$ cat src/rtl/pipe2_pkg.sv
package pipe2_pkg;

    localparam int DW  = 16;
    localparam int RAW = 4;
    localparam int IMM_W = 8;

    typedef enum logic [3:0] {
        OP_RR   = 4'd0,
        OP_ADDI = 4'd1,
        OP_SUBI = 4'd2,
        OP_MOVI = 4'd3,
        OP_CMPI = 4'd4,
        OP_MEM  = 4'd5,
        OP_BCC  = 4'd6,
        OP_JUMP = 4'd7
    } major_e;

    typedef enum logic [2:0] {
        ALU_ADD,
        ALU_SUB,
        ALU_AND,
        ALU_OR,
        ALU_XOR,
        ALU_PASS
    } alu_op_e;

    typedef struct packed {
        logic c;
        logic z;
        logic n;
    } flags_t;

    typedef struct packed {
        logic           rf_we;
        logic           set_flags;
        logic           use_imm;
        alu_op_e        alu_op;
        logic           is_load;
        logic           is_store;
        logic           is_branch;
        logic           is_jump;
        logic           is_link;
        logic [3:0]     cond;
        logic [RAW-1:0] rd;
        logic [RAW-1:0] rs;
        logic [DW-1:0]  imm;
    } ctrl_t;

    typedef struct packed {
        logic [DW-1:0]  pc;
        logic [DW-1:0]  s2_pc;
        logic           s2_valid;
        logic           load_pend;
        logic [RAW-1:0] load_rd;
        flags_t         flags;
    } core_state_t;

    function automatic logic cond_met(input logic [3:0] cc, input flags_t f);
        case (cc)
            4'd0:    return f.z;
            4'd1:    return !f.z;
            4'd2:    return f.c;
            4'd3:    return !f.c;
            4'd4:    return f.n;
            4'd5:    return !f.n;
            4'd6:    return 1'b1;
            default: return 1'b0;
        endcase
    endfunction

endpackage

$ cat src/rtl/pipe2_decode.sv
module pipe2_decode
    import pipe2_pkg::*;
(
    input  logic          valid,
    input  logic [DW-1:0] instr,
    output ctrl_t         ctrl
);

    logic [3:0] ext;
    major_e     major;

    assign ext   = instr[7:4];
    assign major = major_e'(instr[DW-1:DW-4]);

    always_comb begin
        ctrl = '0;
        ctrl.alu_op = ALU_ADD;
        if (valid) begin
            ctrl.rd   = instr[11:8];
            ctrl.rs   = instr[RAW-1:0];
            ctrl.cond = instr[11:8];
            ctrl.imm  = {{(DW-IMM_W){instr[IMM_W-1]}}, instr[IMM_W-1:0]};
            case (major)
                OP_RR: begin
                    case (ext)
                        4'd0: begin ctrl.alu_op = ALU_ADD;  ctrl.rf_we = 1'b1; ctrl.set_flags = 1'b1; end
                        4'd1: begin ctrl.alu_op = ALU_SUB;  ctrl.rf_we = 1'b1; ctrl.set_flags = 1'b1; end
                        4'd2: begin ctrl.alu_op = ALU_AND;  ctrl.rf_we = 1'b1; end
                        4'd3: begin ctrl.alu_op = ALU_OR;   ctrl.rf_we = 1'b1; end
                        4'd4: begin ctrl.alu_op = ALU_XOR;  ctrl.rf_we = 1'b1; end
                        4'd5: begin ctrl.alu_op = ALU_SUB;  ctrl.set_flags = 1'b1; end
                        4'd6: begin ctrl.alu_op = ALU_PASS; ctrl.rf_we = 1'b1; end
                        default: ;
                    endcase
                end
                OP_ADDI: begin
                    ctrl.alu_op = ALU_ADD; ctrl.use_imm = 1'b1;
                    ctrl.rf_we = 1'b1; ctrl.set_flags = 1'b1;
                end
                OP_SUBI: begin
                    ctrl.alu_op = ALU_SUB; ctrl.use_imm = 1'b1;
                    ctrl.rf_we = 1'b1; ctrl.set_flags = 1'b1;
                end
                OP_MOVI: begin
                    ctrl.alu_op = ALU_PASS; ctrl.use_imm = 1'b1; ctrl.rf_we = 1'b1;
                end
                OP_CMPI: begin
                    ctrl.alu_op = ALU_SUB; ctrl.use_imm = 1'b1; ctrl.set_flags = 1'b1;
                end
                OP_MEM: begin
                    ctrl.is_load  = (ext == 4'd0);
                    ctrl.is_store = (ext == 4'd1);
                end
                OP_BCC: ctrl.is_branch = 1'b1;
                OP_JUMP: begin
                    ctrl.is_jump = (ext == 4'd0) || (ext == 4'd1);
                    ctrl.is_link = (ext == 4'd1);
                    ctrl.rf_we   = (ext == 4'd1);
                end
                default: ;
            endcase
        end
    end

endmodule

$ cat src/rtl/pipe2_alu.sv
module pipe2_alu
    import pipe2_pkg::*;
#(
    parameter int W = DW
) (
    input  alu_op_e      op,
    input  logic [W-1:0] a,
    input  logic [W-1:0] b,
    output logic [W-1:0] y,
    output flags_t       fl
);

    logic         sub;
    logic [W-1:0] b_eff;
    logic [W:0]   sum;

    assign sub   = (op == ALU_SUB);
    assign b_eff = sub ? ~b : b;
    assign sum   = {1'b0, a} + {1'b0, b_eff} + {{W{1'b0}}, sub};

    always_comb begin
        case (op)
            ALU_ADD,
            ALU_SUB:  y = sum[W-1:0];
            ALU_AND:  y = a & b;
            ALU_OR:   y = a | b;
            ALU_XOR:  y = a ^ b;
            ALU_PASS: y = b;
            default:  y = '0;
        endcase
        fl.c = sum[W];
        fl.z = (y == '0);
        fl.n = y[W-1];
    end

endmodule

$ cat src/rtl/pipe2_regfile.sv
module pipe2_regfile #(
    parameter int W     = 16,
    parameter int NREGS = 16,
    localparam int AW   = $clog2(NREGS)
) (
    input  logic          clk,
    input  logic [AW-1:0] ra_addr,
    output logic [W-1:0]  ra_data,
    input  logic [AW-1:0] rb_addr,
    output logic [W-1:0]  rb_data,
    input  logic          we,
    input  logic [AW-1:0] wa,
    input  logic [W-1:0]  wd
);

    logic [W-1:0] regs [NREGS];

    for (genvar i = 0; i < NREGS; i++) begin : g_reg
        logic [W-1:0] q;
        always_ff @(posedge clk) begin
            if (we && (wa == AW'(i))) begin
                q <= wd;
            end
        end
        assign regs[i] = q;
    end

    assign ra_data = regs[ra_addr];
    assign rb_data = regs[rb_addr];

endmodule

$ cat src/rtl/pipe2_cpu.sv
module pipe2_cpu
    import pipe2_pkg::*;
#(
    parameter int NREGS = 16
) (
    input  logic          clk,
    input  logic          rst,
    output logic [DW-1:0] imem_addr,
    input  logic [DW-1:0] imem_rdata,
    output logic [DW-1:0] dmem_addr,
    output logic [DW-1:0] dmem_wdata,
    output logic          dmem_we,
    input  logic [DW-1:0] dmem_rdata
);

    core_state_t    st_q, st_d;
    ctrl_t          ctrl;
    logic [DW-1:0]  ra_data, rb_data, alu_b, alu_y, target;
    flags_t         alu_fl;
    logic           s2_valid, load_pend, redirect, stall;
    logic           rf_we;
    logic [RAW-1:0] rf_wa;
    logic [DW-1:0]  rf_wd;

    assign s2_valid  = st_q.s2_valid;
    assign load_pend = st_q.load_pend;

    pipe2_decode u_dec (
        .valid (s2_valid),
        .instr (imem_rdata),
        .ctrl  (ctrl)
    );

    pipe2_regfile #(.W(DW), .NREGS(NREGS)) u_rf (
        .clk     (clk),
        .ra_addr (ctrl.rd),
        .ra_data (ra_data),
        .rb_addr (ctrl.rs),
        .rb_data (rb_data),
        .we      (rf_we),
        .wa      (rf_wa),
        .wd      (rf_wd)
    );

    assign alu_b = ctrl.use_imm ? ctrl.imm : rb_data;

    pipe2_alu #(.W(DW)) u_alu (
        .op (ctrl.alu_op),
        .a  (ra_data),
        .b  (alu_b),
        .y  (alu_y),
        .fl (alu_fl)
    );

    // control transfer and load stall
    always_comb begin
        redirect = ctrl.is_jump || (ctrl.is_branch && cond_met(ctrl.cond, st_q.flags));
        target   = ctrl.is_branch ? (st_q.s2_pc + ctrl.imm) : rb_data;
        stall    = ctrl.is_load;
    end

    // register write: execute result, or load return one cycle later
    always_comb begin
        if (st_q.load_pend) begin
            rf_we = 1'b1;
            rf_wa = st_q.load_rd;
            rf_wd = dmem_rdata;
        end else begin
            rf_we = ctrl.rf_we;
            rf_wa = ctrl.rd;
            rf_wd = ctrl.is_link ? (st_q.s2_pc + DW'(1)) : alu_y;
        end
    end

    // next-state
    always_comb begin
        st_d           = st_q;
        st_d.pc        = st_q.pc + DW'(1);
        st_d.s2_pc     = st_q.pc;
        st_d.s2_valid  = 1'b1;
        st_d.load_pend = stall;
        st_d.load_rd   = ctrl.rd;
        if (ctrl.set_flags) begin
            st_d.flags = alu_fl;
        end
        if (redirect) begin
            st_d.pc       = target;
            st_d.s2_valid = 1'b0;
        end else if (stall) begin
            st_d.pc       = st_q.pc;
            st_d.s2_valid = 1'b0;
        end
    end

    always_ff @(posedge clk) begin
        if (rst) begin
            st_q <= '0;
        end else begin
            st_q <= st_d;
        end
    end

    assign imem_addr  = st_q.pc;
    assign dmem_addr  = rb_data;
    assign dmem_wdata = ra_data;
    assign dmem_we    = ctrl.is_store;

endmodule

$ cat config.mk
export PLATFORM = sky130hd
export DESIGN_NAME = pipe2_cpu
export DESIGN_NICKNAME = d
export VERILOG_FILES = /design/src/rtl/pipe2_pkg.sv /design/src/rtl/pipe2_decode.sv /design/src/rtl/pipe2_alu.sv /design/src/rtl/pipe2_regfile.sv /design/src/rtl/pipe2_cpu.sv
export SDC_FILE = /design/constraint.sdc
export NUM_CORES = 1
export LEC_CHECK = 0
export BUFFER_PORTS_ARGS = -buffer_cell sky130_fd_sc_hd__buf_2
export CAP_MARGIN = 0
export CELL_PAD_IN_SITES_DETAIL_PLACEMENT = 1
export CELL_PAD_IN_SITES_GLOBAL_PLACEMENT = 1
export CORE_MARGIN = 5
export CORE_UTILIZATION = 35
export CTS_CLUSTER_SIZE = 14
export DETAILED_ROUTE_END_ITERATION = 16
export MAX_ROUTING_LAYER = met4
export PLACE_DENSITY_LB_ADDON = 0.1
export SLEW_MARGIN = 20
export SYNTH_ARGS = -nofsm -noshare
export SYNTH_HDL_FRONTEND = slang
export SYNTH_HIERARCHICAL = 1
export SYNTH_SLANG_ARGS = --single-unit
$ cat constraint.sdc
create_clock -name clk -period 10.7 [get_ports clk]
set_clock_uncertainty 0.1 [all_clocks]
set_input_delay 2.14 -clock clk [delete_from_list [all_inputs] [get_ports clk]]
set_output_delay 2.14 -clock clk [all_outputs]
set_load 0.02 [all_outputs]
==> metrics.yaml <==
fin_crit_sh_pct: 70.19
diodes: 0
post_cts_resized: 0
nets: 1518
async_reset_ff_share_pct: 0
hold_start: "imem_addr[5]"
tightest_slew_ns: 1.151
regArea_sq_um: 8508
clockBufferDepth: 3
start_util_pct: 35.16
path_class: "in -> reg"
synth_edf_count: 256
final_common_cell: "edfxtp_1"
grt_start_max_net_pins: 48
final_cell_mix: "256 x edfxtp_1, 107 x nand2_1, 105 x mux4_2"
cts-htree-levels: 2
antenna_found_initial: 0
area_growth_pct: 12.22
synth_fp_nets: 1469
synth-warning-count: 6
core_area_sq_um: 50990
die_h_um: 236.3
grt.total_usage_pct: 22.77
maxCapViolations: 0
outcome: "finished clean"
cts_hold_buf: 0
gp_congestion: 0.8469
synth.avg_cell_area_sq_um: 13.13
vdd_drop_max_v: 0.0001210
netlist_instances: 1366
num_rows: 83
cts.sink_count: 297
place_hpwl_um: 42690
synthDistinctLibCells: 102
cp_max_fo: 37
dp_cells: 2056
yosys-top-cells-area: "edfxtp_1 43%, mux4_2 13%, ha_1 4.7%"
grt_first_pass_wirelength_um: 90880
final_cells: 2123
setup_ws_ns: 3.190
hp-class: "reg -> reg"
required_ns: 10.89
critPathLaunchType: "primary input"
critPathCaptureType: "flip-flop"
cts_made_buffers: 37
final_cell_area_sq_um: 20120
ioPinCount: 83
overflow: 0
dpl_cell_area_sq_um: 18960
syn_area_sq_um: 17930
max_freq_ghz: 0.1332
wl_per_cell_um: 29.74
relSlewSlack_pct: 23.24
fp.dieW_um: 236.3
grt_pass1_vias: 12840
finalSetupTns_ns: 0
cts_setup_buffers: 0
drive_gt1_share_pct: 25.78
die_area_sq_um: 55850
multi_input_area_sq_um: 8658
nFillCells: 5314
drc: 0
ys.flop_type: "edfxtp_1"
vias: 12290
drtIter0Drc: 957
finalHoldViolCount: 0
dr.pass1.iters: 5
finalCriticalPeriod_ns: 7.510
cts-root-buf: "clkbuf_16"
r2r-start: "s2_valid"
arrival_ns: 7.70
path_clk_slew_ns: 0.06
synthDominantCellAreaShare_pct: 42.88
drtAntennaViolNets: 0
finalSetupViolCount: 0
portBuffers: 82
critical_path.startpoint: "imem_rdata[0]"
synth_seq_area_share_pct: 47.45
yosysTopAreaCell: "edfxtp_1"
rsz0062_at_grt: "false"
slew_viol_final: 0
power_density_nw_per_um2: 169.8
cts_tree: "built"
insertion_delay_ns: 0.56
drt_wl_total_um: 63130
ys_ff_latch: 297
place_ws_ns: 2.582
vias_per_cell: 5.788
p_leak_nw: 6.890
## Yosys cell counts (all sizes together) (16+ instances only)
cell type	instances
xor2	19
dfxtp	41
a21o	16
a22oi	65
xnor2	43
nor2b	30
nor2	71
a21oi	54
nand2	107
o21ai	45
ha	67
nand3	22
clkbuf	41
mux2	26
nor3	21
mux2i	24
and2	17
edfxtp	256
inv	48
mux4	128
buf	75
## final timing paths
kind | endpoint | slack [ns] | cells past startpoint
max | u_rf/g_reg[1].q[12] | 3.19 | 19
max reg2reg | u_rf/g_reg[1].q[12] | 4.13 | 18
min reg2reg | st_q[14] | 0.41 | 1
min | st_q[14] | 0.41 | 1
## registers in the layout, summed over array words and instances, names as in the netlist
name	cells
imem_addr	16
load_pend	1
s2_valid	1
st_q	23
u_rf/g.q	256
## cells by family after synthesis
kind of cell | synth area share [%]
AOI/OAI and AO/OA | 10.61
xor gates and xnor gates | 3.029
adders and majority gates | 4.899
buffers and inverters | 5.143
DFF | 47.45
muxes | 19.51
and+or+nand+nor | 9.358
## through the flow
step,util [%],hold WS [ns],total power [mW]
final,39.46,0.4131,3.417
after global routing,39.46,0.4352,3.560
after CTS,39.46,0.4215,3.453
after detailed placement,37.19,0.4068,2.226
after global placement,37.17,0.4106,2.207
after floorplan,-,0.3533,1.927
## critical path: stages
cell and delay (ns):
buf_2 0.08, and2_4 0.66, buf_4 0.65, mux4_1 0.64
a22oi_1 0.20, nand2_1 0.17, mux2_2 0.33, inv_1 0.09
xnor2_1 0.08, ha_1 0.43, a211o_1 0.30, a221oi_1 0.26
o31a_1 0.21, o21ai_0 0.11, xnor2_1 0.15, o221ai_1 0.23
nor2_1 0.07, a211oi_1 0.39, a21o_1 0.43
## routing by layer
metal	GRT usage (%)	share of wire, %	up-vias
li1	-	-	5430
met1	28.50	42	6471
met2	38.97	51	301
met3	2.981	4.4	86
met4	6.577	3.0	0
met5	-	0	-
## power by group
part           switching, mW  internal (mW)  total [mW]
registers            0.00886           1.41        1.42
clock network          0.510          0.706        1.22
logic                  0.518          0.260       0.778
total                   1.04           2.38        3.42
## layout make-up
cell class,instances,area share (%)
Multi-Input combinational cell,902,43.03
Sequential cell,297,42.29
Clock buffer,48,4.913
Tap cell,680,4.229
Timing Repair Buffer,129,3.793
Inverter,48,0.8955
Clock inverter,19,0.8519
No activity file was read; power rests on OpenSTA's default activity.
